--- config.mk ---
export PLATFORM = sky130hd
export DESIGN_NAME = prot_supervisor
export DESIGN_NICKNAME = d
export VERILOG_FILES = /design/src/rtl/prot_supervisor.sv
export SDC_FILE = /design/constraint.sdc
export NUM_CORES = 1
export LEC_CHECK = 0
export ABC_CLOCK_PERIOD_IN_PS = 1400
export CAP_MARGIN = 20
export CORE_AREA = 8 8 45 47
export CTS_CLUSTER_DIAMETER = 80
export DETAILED_ROUTE_END_ITERATION = 8
export DIE_AREA = 0 0 53 55
export HOLD_SLACK_MARGIN = 0.02
export PLACE_DENSITY = 0.56
export RECOVER_POWER = 25
export SETUP_SLACK_MARGIN = 0.02
export SLEW_MARGIN = 15
export SYNTH_ARGS = -nofsm -noshare
export SYNTH_HDL_FRONTEND = slang
export SYNTH_SLANG_ARGS = --single-unit
--- constraint.sdc ---
create_clock -name clk -period 1.4 [get_ports clk]
set_input_delay 0.28 -clock clk [delete_from_list [all_inputs] [get_ports clk]]
set_output_delay 0.28 -clock clk [all_outputs]
set_load 0.01 [all_outputs]
--- src/rtl/prot_supervisor.sv ---
module prot_supervisor (
  input  logic       clk,
  input  logic       rst_n,
  input  logic       start_flag,
  input  logic       low_flag,
  input  logic       ovp_flag,
  input  logic       ocp_flag,
  input  logic       hot_flag,
  input  logic       cool_flag,
  output logic       sw_en,
  output logic [2:0] state_code
);

  typedef enum logic [2:0] {
    ST_OFF  = 3'd0,
    ST_RUN  = 3'd1,
    ST_OCP  = 3'd2,
    ST_OVP  = 3'd3,
    ST_HEAT = 3'd4
  } state_t;

  state_t state, nxt;
  logic [4:0] raw, seen;
  logic start_ok, low_ok, ovp_ok, hot_ok, cool_ok;

  assign raw = {cool_flag, hot_flag, ovp_flag, low_flag, start_flag};

  always_ff @(posedge clk or negedge rst_n)
    if (!rst_n) seen <= '0;
    else        seen <= raw;

  assign {cool_ok, hot_ok, ovp_ok, low_ok, start_ok} = raw & seen;

  always_comb begin
    nxt = state;
    case (state)
      ST_OFF:
        if (!low_ok && start_ok && !ocp_flag && !ovp_ok && !hot_ok) nxt = ST_RUN;
      ST_RUN:
        if (low_ok)        nxt = ST_OFF;
        else if (ocp_flag) nxt = ST_OCP;
        else if (ovp_ok)   nxt = ST_OVP;
        else if (hot_ok)   nxt = ST_HEAT;
      ST_OCP, ST_OVP:
        if (low_ok) nxt = ST_OFF;
      ST_HEAT:
        if (low_ok)        nxt = ST_OFF;
        else if (ocp_flag) nxt = ST_OCP;
        else if (ovp_ok)   nxt = ST_OVP;
        else if (cool_ok)  nxt = ST_RUN;
      default: nxt = ST_OFF;
    endcase
  end

  always_ff @(posedge clk or negedge rst_n)
    if (!rst_n) begin
      state <= ST_OFF;
      sw_en <= 1'b0;
    end else begin
      state <= nxt;
      sw_en <= (nxt == ST_RUN);
    end

  assign state_code = state;


  uv_off_chk: assert property (@(posedge clk) disable iff (!rst_n)
    low_ok |=> (state_code == 3'd0 && !sw_en));


  ocp_fast_chk: assert property (@(posedge clk) disable iff (!rst_n)
    ((state == ST_RUN || state == ST_HEAT) && ocp_flag && !low_ok) |=> (state_code == 3'd2 && !sw_en));


  latch_hold_chk: assert property (@(posedge clk) disable iff (!rst_n)
    ((state == ST_OCP || state == ST_OVP) && !low_ok) |=> $stable(state_code));


  heat_exit_chk: assert property (@(posedge clk) disable iff (!rst_n)
    (state == ST_HEAT && cool_ok && !low_ok && !ocp_flag && !ovp_ok) |=> sw_en);


  start_chk: assert property (@(posedge clk) disable iff (!rst_n)
    (state == ST_OFF && start_ok && !low_ok && !ocp_flag && !ovp_ok && !hot_ok) |=> (sw_en && state_code == 3'd1));

endmodule

* Yosys cells after proc, flatten, opt, wreduce, memory -nomap -nowiden
Cells that the tools add are included. Widths: inputs -> output; s select.
Word-level totals: flip-flop bits (word level) 9, output and inout bits 4
Operators by class: multiplexer cells 11, equal/unequal tests 5, reduce and logical (&&, ||, !) cells 10, bitwise logic cells 1
Operators by type and width (number):
- $mux 3 | 10
- $pmux 3 s4 | 1
- $eq 3x1->1 const B | 2
- $eq 3x2->1 const B | 2
- $and 5x5->5 | 1
- $logic_and 1x1->1 | 4
- $logic_not 1->1 | 4
- $eq 3x3->1 const B | 1
- $logic_not 3->1 | 1
- $reduce_or 2->1 | 1

* Depth between registers and ports, before layout
Gate-level depths: netlist of run 1.
depth after elaboration 9, gate-level depth with buffers 4, mapped depth without buffers 4

* Worst setup path before layout of run 1
Ideal clock, no wire load.
path type reg2reg, start reg state[1] (netlist: state_code[1]), end reg sw_en, data required time 1.265 ns, setup slack 0.138 ns, arrival 1.127 ns, cell stages (with the launch flop) 5, buffers on the path 0, clock period less this slack 1.262 ns, cell sequence dfrtp_1 and3b_1 a221o_1 o211a_1 nor3b_1
Between the ends: elaborated cells between the ends (all ways) 18
RTL lines:
- start: declaration | RTL line 22 | state_t state, nxt;
- start signal: assignment | RTL line 60 | state <= nxt;
- $eq 3x2->1 | RTL line 36 | case (state)
- $reduce_or 2->1 | RTL line 36
- $pmux 3 s4 (*) | RTL line 36
- named net nxt[0] | RTL line 22
- $eq 3x1->1 (*) | RTL line 61 | sw_en <= (nxt == ST_RUN);
- end signal: assignment | RTL line 61
- end: declaration | RTL line 10 | output logic sw_en,
Mark *: on every way through the listed nets, which the timed path passes. The rest lies on a longest branch.

* Worst setup path in the final report of run 1
start in start_flag, end reg sw_en
Between the ends: cells in the longest elaborated chain, start to end 8
Ends and longest elaborated chain:
- start: declaration | RTL line 4 | input logic start_flag,
- $and 5x5->5 | RTL line 32 | assign {cool_ok, hot_ok, ovp_ok, low_ok, start_ok} = raw & seen;
- $logic_and 1x1->1 (4 in a row) | RTL line 38 | if (!low_ok && start_ok && !ocp_flag && !ovp_ok && !hot_ok) nxt = ST_RUN;
- $mux 3 | RTL line 38
- $pmux 3 s4 | RTL line 36
- named net nxt[0] | RTL line 22
- $eq 3x1->1 | RTL line 61
The timed path passes the listed nets, and every way through them passes these cells.

==> results of run 1 <==
[power by group through the flow]
stage / Sequential [W] / Combinational [W] / Clock, W
floorplan: 0.000299 / 0.0000310 / 0
detailed placement: 0.000297 / 0.0000984 / 0
CTS: 0.000292 / 0.0000921 / 0.000214
finish: 0.000292 / 0.0000968 / 0.000211
global route: 0.000296 / 0.000106 / 0.000234
global placement: 0.000297 / 0.0000971 / 0
[layer usage]
layer / wire length (µm) / part of all wire [%]
met3: 95 / 10
met2: 434 / 47
met4: 18 / 1.9
met1: 381 / 41
met5: 0 / 0
[worst paths after layout]
| check | start | endpoint | slack, ns |
|---|---|---|---|
| setup / recovery | start_flag | sw_en$_DFF_PN0_ | 0.07 |
| max in group asynchronous | rst_n | state_code[0]$_DFF_PN0_ | 0.70 |
| setup reg to reg | state_code[2]$_DFF_PN0_ | sw_en$_DFF_PN0_ | 0.09 |
| hold reg to reg | seen[1]$_DFF_PN0_ | state_code[2]$_DFF_PN0_ | 0.63 |
| hold / removal | rst_n | seen[4]$_DFF_PN0_ | 0.37 |
| min in group clk | cool_flag | seen[4]$_DFF_PN0_ | 0.47 |
[placed cells by master, fill, tap and decap left out, types with 3 or more instances in the layout]
master | Yosys | final
buf_4 | 0 | 5
dfrtp_1 | 9 | 8
clkdlybuf4s50_1 | 0 | 6
clkbuf_4 | 0 | 3
dlygate4sd2_1 | 0 | 4
nand2_1 | 3 | 3
[per-stage QoR]
| stage | hold slack, ns | std cells |
|---|---|---|
| finish | 0.370 | 63 |
| global route | 0.415 | 63 |
| CTS | 0.316 | 62 |
| detailed placement | 0.577 | 57 |
| global placement | 0.580 | 57 |
| floorplan | -0.0156 | 27 |
[cells by family after synthesis]
kind of cell / after synthesis / synth area share, %
simple gates: 7 / 12.1
flops: 9 / 63.8
buf+inv: 1 / 1.06
compound gates: 10 / 23.0
[cell type report]
type	instances	area share, %
Clock buffer	4	4.66
Timing Repair Buffer	16	25.3
Tap cell	16	3.55
Inverter	1	0.665
Sequential cell	9	40.1
Multi-Input combinational cell	17	25.7
[worst max-delay path, stage by stage]
cell,delay (ns)
clkdlybuf4s50_1,0.42
and3b_1,0.19
a221o_1,0.32
o211a_1,0.12
nor3b_2,0.15
[registers in the layout (all words and copies together), names as in the netlist]
signal / cells
seen: 5
state_code: 3
sw_en: 1
[timing repair]
item	in CTS	in global routing
setup endpoints to repair	4	1
pin swaps	0	2
buffers inserted	1	1
hold buffers	0	0
resized for setup	5	4
==> flow_metrics.py, run 1 <==
metrics = {
    "floorplan": {
        "dieArea_um2": 2920,
        "dieHeight_um": 55,
        "placementRows": 14,
        "die_x_um": 53,
        "ios": 12,
        "core_um2": 1380,
        "start_util_pct": 25.5,
    },
    "clock_tree": {
        "root_buffer": "clkbuf_4",
        "numCtsBuffers": 3,
        "clk_pin_slew_ns": 0.07,
        "cts_max_path_buffers": 2,
        "clock_latency_ns": 0.27,
        "h-tree-depth": 1,
        "clock-sinks": 9,
        "cts_tree": "done",
    },
    "setup_path": {
        "end_kind": "register",
        "cp-start-kind": "input pin",
        "worstPathArrival_ns": 1.48,
        "reg2regPathDepth": 5,
        "cp.required_ns": 1.55,
        "cp_max_fo": 2,
        "crit_type": "in -> reg",
    },
    "grt": {
        "grt_pass1_vias": 337,
        "use_met2_pct": 10.7,
        "met1_usage_pct": 6.85,
        "antenna_found_initial": 0,
        "grtUsageTotal_pct": 7.06,
        "grt_busiest_layer": "met2",
        "grt_pass1_wl_um": 1440,
        "gr-total-overflow": 0,
        "grt_use_met3_pct": 4.55,
        "grt_max_degree": 10,
    },
    "min_path": {
        "min_path_type": "in -> async",
    },
    "logic_synthesis": {
        "synthesis.nets": 35,
        "synth_edf_count": 0,
        "syn_area_per_cell_um2": 13.1,
        "synth_ff_type": "dfrtp_1",
        "synth.top_cell.area_share_pct": 63.8,
        "synth.cell_area_um2": 353,
        "yosysSeqAreaShare_pct": 63.8,
        "synth_area_leader_cell": "dfrtp_1",
        "synthTopCellsByArea": "dfrtp_1 (64%), a2111oi_2 (4.3%), nand2_1 (3.2%), a221o_1 (2.8%), a222oi_1 (2.8%)",
        "ys.warnings.count": 0,
        "yosys-top-cells-count": "dfrtp_1 (9), nand2_1 (3)",
        "yosysUniqueCellTypes": 17,
        "yosysMostFrequentCell": "dfrtp_1",
        "yosys_register_bits": 9,
        "netlist_instances": 27,
        "synthArstFlopShare_pct": 100,
    },
    "timing": {
        "drv_slew": 0,
        "period_share_pct": 95.2,
        "setup_tns_ns": 0,
        "skew_ns": 0.0118,
        "worst_pin_slew_ns": 0.412,
        "worst_slack_ns": 0.0665,
        "fin_crit_ns": 1.33,
        "setup_viol": 0,
        "worst_slew_margin_rel_pct": 72.5,
        "rsz0062_at_grt": "true",
        "finalHoldViolCount": 0,
        "max_freq_mhz": 750,
    },
    "placement": {
        "pre_cts_ws_ns": -0.223,
        "io_buffer_count": 11,
        "post_dp_cell_area_um2": 505,
        "dp_hpwl_um": 643,
        "gp_congestion": 0.780,
    },
    "route": {
        "vias_per_cell": 4.83,
        "route.detailed.drc": 0,
        "ant_nets": 0,
        "drt_iter0_markers": 8,
        "dr.pass1.iters": 4,
        "wl_per_cell_um": 14.7,
        "via_count": 304,
        "drt-total-wl_um": 929,
    },
    "pwr": {
        "combPwrFrac_pct": 16.1,
        "pwr-share-seq_pct": 48.7,
        "p_total_w": 0.000600,
        "p_sw_w": 0.000159,
        "p_leak_nw": 0.265,
        "switching_share_pct": 26.4,
        "p_per_area_nw_per_um2": 1060,
        "ir_worst_vdd_mv": 0.488,
        "p_int_w": 0.000442,
        "power_frac_clock_pct": 35.2,
    },
    "layout": {
        "fillCellCount": 141,
        "multi_input_area_um2": 145,
        "drive_gt1_share_pct": 25.5,
        "nets": 56,
        "synthToLayoutAreaGrowth_pct": 59.9,
        "finalInstanceArea_um2": 564,
        "final_core_util_pct": 40.8,
        "antenna_cells": 0,
        "regArea_um2": 226,
    },
    "run_status": {
        "status": "completed",
    },
    "flow_run": {
        "maxCapViolations": 0,
    },
}
No activity file was read; power rests on OpenSTA's default activity.
==> run 2: changes to the inputs <==
--- a/config.mk
+++ b/config.mk
@@ -7,12 +7,14 @@
 export LEC_CHECK = 0
 export ABC_CLOCK_PERIOD_IN_PS = 1400
 export CAP_MARGIN = 20
-export CORE_AREA = 8 8 45 47
+export CELL_PAD_IN_SITES_DETAIL_PLACEMENT = 0
+export CELL_PAD_IN_SITES_GLOBAL_PLACEMENT = 2
+export CORE_MARGIN = 8
+export CORE_UTILIZATION = 25
 export CTS_CLUSTER_DIAMETER = 80
 export DETAILED_ROUTE_END_ITERATION = 8
-export DIE_AREA = 0 0 53 55
 export HOLD_SLACK_MARGIN = 0.02
-export PLACE_DENSITY = 0.56
+export PLACE_DENSITY = 0.75
 export RECOVER_POWER = 25
 export SETUP_SLACK_MARGIN = 0.02
 export SLEW_MARGIN = 15
==> flow_metrics.py, run 2 (synthesis gave the netlist of run 1 again) <==
metrics = {
    "route": {
        "drt-total-wl_um": 946,
        "drt_iter0_markers": 5,
        "route.detailed.drc": 0,
        "ant_nets": 0,
        "dr.pass1.iters": 4,
        "wl_per_cell_um": 15.5,
        "vias_per_cell": 4.95,
        "via_count": 302,
    },
    "setup_path": {
        "cp-start-kind": "input pin",
        "end_kind": "register",
        "cp.required_ns": 1.54,
        "worstPathArrival_ns": 1.58,
        "reg2reg_slack_ns": -0.02,
        "cp_max_fo": 2,
        "crit_type": "in -> reg",
    },
    "clock_tree": {
        "cts_hold_buf": 0,
        "cts_tree": "done",
        "clock_latency_ns": 0.26,
        "cts_max_path_buffers": 2,
        "root_buffer": "clkbuf_4",
        "clk_pin_slew_ns": 0.06,
        "h-tree-depth": 1,
        "clock-sinks": 9,
        "numCtsBuffers": 3,
    },
    "timing": {
        "skew_ns": 0.00101,
        "worst_pin_slew_ns": 0.395,
        "setup_tns_ns": -0.0383,
        "worst_slew_margin_rel_pct": 73.6,
        "setup_viol": 1,
        "period_share_pct": 103,
        "drv_slew": 0,
        "max_freq_mhz": 695,
        "rsz0062_at_grt": "true",
        "worst_slack_ns": -0.0383,
        "fin_crit_ns": 1.44,
        "finalHoldViolCount": 0,
    },
    "grt": {
        "grt_pass1_vias": 314,
        "grt_pass1_wl_um": 1400,
        "grtUsageTotal_pct": 6.98,
        "gr-total-overflow": 0,
        "grt_max_degree": 10,
        "antenna_found_initial": 0,
    },
    "layout": {
        "largest_reg_flops": 5,
        "drive_gt1_share_pct": 19.6,
        "synthToLayoutAreaGrowth_pct": 55.0,
        "final_core_util_pct": 41.5,
        "layout_common_cells": "dfrtp_1 (8), dlygate4sd3_1 (4), dlygate4sd2_1 (4), buf_4 (4)",
        "final_common_cell": "dfrtp_1",
        "regMostFlops": "seen",
        "fillCellCount": 137,
        "nets": 55,
        "antenna_cells": 0,
        "finalInstanceArea_um2": 547,
    },
    "floorplan": {
        "placementRows": 13,
        "dieHeight_um": 53.6,
        "dieArea_um2": 2870,
        "core_um2": 1320,
        "die_x_um": 53.6,
        "ios": 12,
        "start_util_pct": 26.8,
    },
    "flow_run": {
        "maxCapViolations": 0,
    },
    "placement": {
        "io_buffer_count": 11,
        "post_dp_cell_area_um2": 497,
        "pre_cts_ws_ns": -0.192,
        "dp_hpwl_um": 654,
        "gp_congestion": 0.813,
    },
    "pwr": {
        "p_per_area_nw_per_um2": 1090,
        "ir_worst_vdd_mv": 0.641,
        "p_leak_nw": 0.257,
    },
    "min_path": {
        "min_path_type": "in -> async",
    },
    "run_status": {
        "violations": "setup timing",
        "status": "finished with violations",
    },
}
[run 2: changes by cell type in the layout (fill, tap and decap cells not counted)]
cell / previous run / this run
a21boi_1: 0 / 1
a21boi_2: 1 / 0
buf_4: 5 / 4
clkdlybuf4s50_1: 6 / 3
dlygate4sd3_1: 1 / 4
nor3b_1: 0 / 1
nor3b_2: 1 / 0
[run 2: metal layers]
metal	vias to the layer above	track usage [%]	routed length [µm]
met3	4	4.68	82
met4	0	5.04	23
met1	144	6.74	371
li1	146	-	-
met5	-	0	0
met2	8	10.5	469
[run 2: power by group]
group / internal (W) / total (W) / switching (W)
Combinational: 0.0000542 / 0.000101 / 0.0000463
Sequential: 0.000278 / 0.000291 / 0.0000131
Clock: 0.000110 / 0.000203 / 0.0000926
[run 2: what timing repair did]
action	4_1_cts	5_1_grt
setup endpoints to repair	4	2
pin swaps	0	0
gates resized for setup	5	2
buffers inserted	2	0
[run 2: final timing paths]
path,from,cells past startpoint,end
worst max-delay path,start_flag,5,sw_en$_DFF_PN0_
worst min-delay path,rst_n,1,seen[1]$_DFF_PN0_
worst max register to register,state_code[1]$_DFF_PN0_,5,sw_en$_DFF_PN0_
worst min register to register,seen[1]$_DFF_PN0_,3,state_code[2]$_DFF_PN0_
max in group asynchronous,rst_n,1,state_code[0]$_DFF_PN0_
min in group clk,cool_flag,1,seen[4]$_DFF_PN0_
[run 2: worst max-delay path, cell delays in order]
cell and delay [ns]:
dlygate4sd3_1 0.55, and3b_1 0.18, a221o_1 0.31, o211a_1 0.12, nor3b_1 0.13
[run 2: area by class of cell]
type                            count  area (µm²)  area share (%)
Timing Repair Buffer               15         135            24.7
Inverter                            1        3.75           0.686
Tap cell                           15        18.8            3.43
Multi-Input combinational cell     17         136            24.9
Sequential cell                     9         226            41.4
Clock buffer                        4        26.3            4.81
[run 2: stage by stage]
step                      power (W)  std cells  hold slack, ns
final                      0.000594         61           0.307
after global routing       0.000625         61           0.337
after CTS                  0.000599         61           0.314
after detailed placement   0.000394         55           0.593
after global placement     0.000394         55           0.588
after floorplan            0.000330         27         -0.0156
==> run 3: changes to the inputs <==
--- a/config.mk
+++ b/config.mk
@@ -17,6 +17,7 @@
 export PLACE_DENSITY = 0.75
 export RECOVER_POWER = 25
 export SETUP_SLACK_MARGIN = 0.02
+export SKIP_CTS_REPAIR_TIMING = 1
 export SLEW_MARGIN = 15
 export SYNTH_ARGS = -nofsm -noshare
 export SYNTH_HDL_FRONTEND = slang
==> flow_metrics.py, run 3 (synthesis gave the netlist of run 1 again) <==
metrics = {
    "route": {
        "ant_nets": 0,
        "wl_per_cell_um": 15.8,
        "via_count": 290,
        "route.detailed.drc": 0,
        "dr.pass1.iters": 4,
        "vias_per_cell": 4.83,
        "drt_iter0_markers": 3,
        "drt-total-wl_um": 949,
    },
    "timing": {
        "rsz0062_at_grt": "true",
        "worst_slew_margin_rel_pct": 73.2,
        "max_freq_mhz": 750,
        "worst_pin_slew_ns": 0.400,
        "skew_ns": 0.000476,
        "finalHoldViolCount": 0,
        "fin_crit_ns": 1.33,
        "setup_viol": 0,
        "drv_slew": 0,
        "setup_tns_ns": 0,
        "period_share_pct": 95.3,
    },
    "grt": {
        "grt_pass1_vias": 299,
        "grtUsageTotal_pct": 6.54,
        "grt_pass1_wl_um": 1320,
        "gr-total-overflow": 0,
        "grt_max_degree": 10,
        "antenna_found_initial": 0,
    },
    "pwr": {
        "power_frac_clock_pct": 33.8,
        "switching_share_pct": 25.2,
        "combPwrFrac_pct": 17.2,
        "pwr-share-seq_pct": 49.0,
        "p_int_w": 0.000449,
        "p_total_w": 0.000600,
        "ir_worst_vdd_mv": 0.525,
        "p_leak_nw": 0.301,
        "p_per_area_nw_per_um2": 1080,
        "p_sw_w": 0.000151,
    },
    "setup_path": {
        "cp-start-kind": "input pin",
        "crit_chain": "clkdlybuf4s50_1, nand4b_1, a21boi_1, o211a_1, nor3b_1",
        "cp_slowest_cell": "clkdlybuf4s50_1",
        "path_delay_family": "buffers and inverters",
        "cp.required_ns": 1.54,
        "end_kind": "register",
        "crit_type": "in -> reg",
        "cp_max_fo": 3,
        "worstPathArrival_ns": 1.47,
        "cpPeakStageDelay_ns": 0.50,
        "timing.critical_path.buf_inv": 1,
    },
    "floorplan": {
        "dieHeight_um": 53.6,
        "die_x_um": 53.6,
        "dieArea_um2": 2870,
        "core_um2": 1320,
        "ios": 12,
        "start_util_pct": 26.8,
        "placementRows": 13,
    },
    "placement": {
        "io_buffer_count": 11,
        "post-place-cells": 55,
        "dp_hpwl_um": 654,
        "post_dp_cell_area_um2": 497,
        "gp_congestion": 0.813,
    },
    "clock_tree": {
        "clk_pin_slew_ns": 0.06,
        "cts_tree": "done",
        "clock_latency_ns": 0.26,
        "clock-sinks": 9,
        "h-tree-depth": 1,
        "cts_max_path_buffers": 2,
        "numCtsBuffers": 3,
        "root_buffer": "clkbuf_4",
    },
    "layout": {
        "synthToLayoutAreaGrowth_pct": 57.4,
        "finalInstanceArea_um2": 556,
        "fillCellCount": 135,
        "regMostFlops": "seen",
        "antenna_cells": 0,
        "stdcell_count": 60,
        "nets": 54,
        "drive_gt1_share_pct": 20.0,
        "largest_reg_flops": 5,
        "layout_common_cells": "clkdlybuf4s50_1 (7), dfrtp_1 (7), dlymetal6s2s_1 (4)",
    },
    "run_status": {
        "status": "completed",
    },
    "flow_run": {
        "maxCapViolations": 0,
    },
    "min_path": {
        "min_path_type": "in -> async",
    },
}
run 3: worst register-to-register path: cells and delay by family (launching register included):
kind               cells  cell delay, ns
AOI/OAI and AO/OA      2            0.39
DFF                    1            0.42
and+or+nand+nor        2            0.39
run 3: final cells by class:
type	instances	area, µm²	area share [%]
flip-flops and latches	9	228	41.0
repair buffers	14	143	25.7
multi-input cells	17	136	24.5
clock buffers	4	26.3	4.73
well taps	15	18.8	3.38
inverters	1	3.75	0.676
run 3: per-stage QoR:
step	worst slack (ns)	utilization, %	hold WS [ns]
CTS	-0.181	39.7	0.314
floorplan	0.138	-	-0.0156
detailed placement	-0.192	37.7	0.593
finish	0.0665	42.2	0.309
global route	-0.0153	42.2	0.342
global placement	-0.181	37.7	0.588
run 3: final timing paths:
path | start | end | slack (ns) | cells past startpoint
min in group clk | start_flag | seen[0]$_DFF_PN0_ | 0.48 | 1
max in group asynchronous | rst_n | state_code[2]$_DFF_PN0_ | 0.79 | 1
worst max register to register | state_code[1]$_DFF_PN0_ | sw_en$_DFF_PN0_ | 0.07 | 4
worst min-delay path | rst_n | seen[3]$_DFF_PN0_ | 0.31 | 1
worst max-delay path | hot_flag | sw_en$_DFF_PN0_ | 0.07 | 5
worst min register to register | seen[1]$_DFF_PN0_ | state_code[2]$_DFF_PN0_ | 0.63 | 3
run 3: power groups by stage:
stage,Clock (W),Sequential (W),Combinational (W)
after detailed placement,0,0.000299,0.0000951
after CTS,0.000208,0.000294,0.0000962
final,0.000203,0.000294,0.000103
after floorplan,0,0.000299,0.0000310
after global routing,0.000226,0.000297,0.000112
after global placement,0,0.000298,0.0000953
run 3: per-layer routing:
layer  share of wire, %  wire [µm]  global-route usage, %  vias to the layer above
li1                   -          -                      -                      143
met1                 37        354                   6.42                      135
met2                 51        484                   9.38                        8
met3                9.0         85                   4.68                        4
met4                2.6         25                   5.04                        0
met5                  0          0                      0                        -
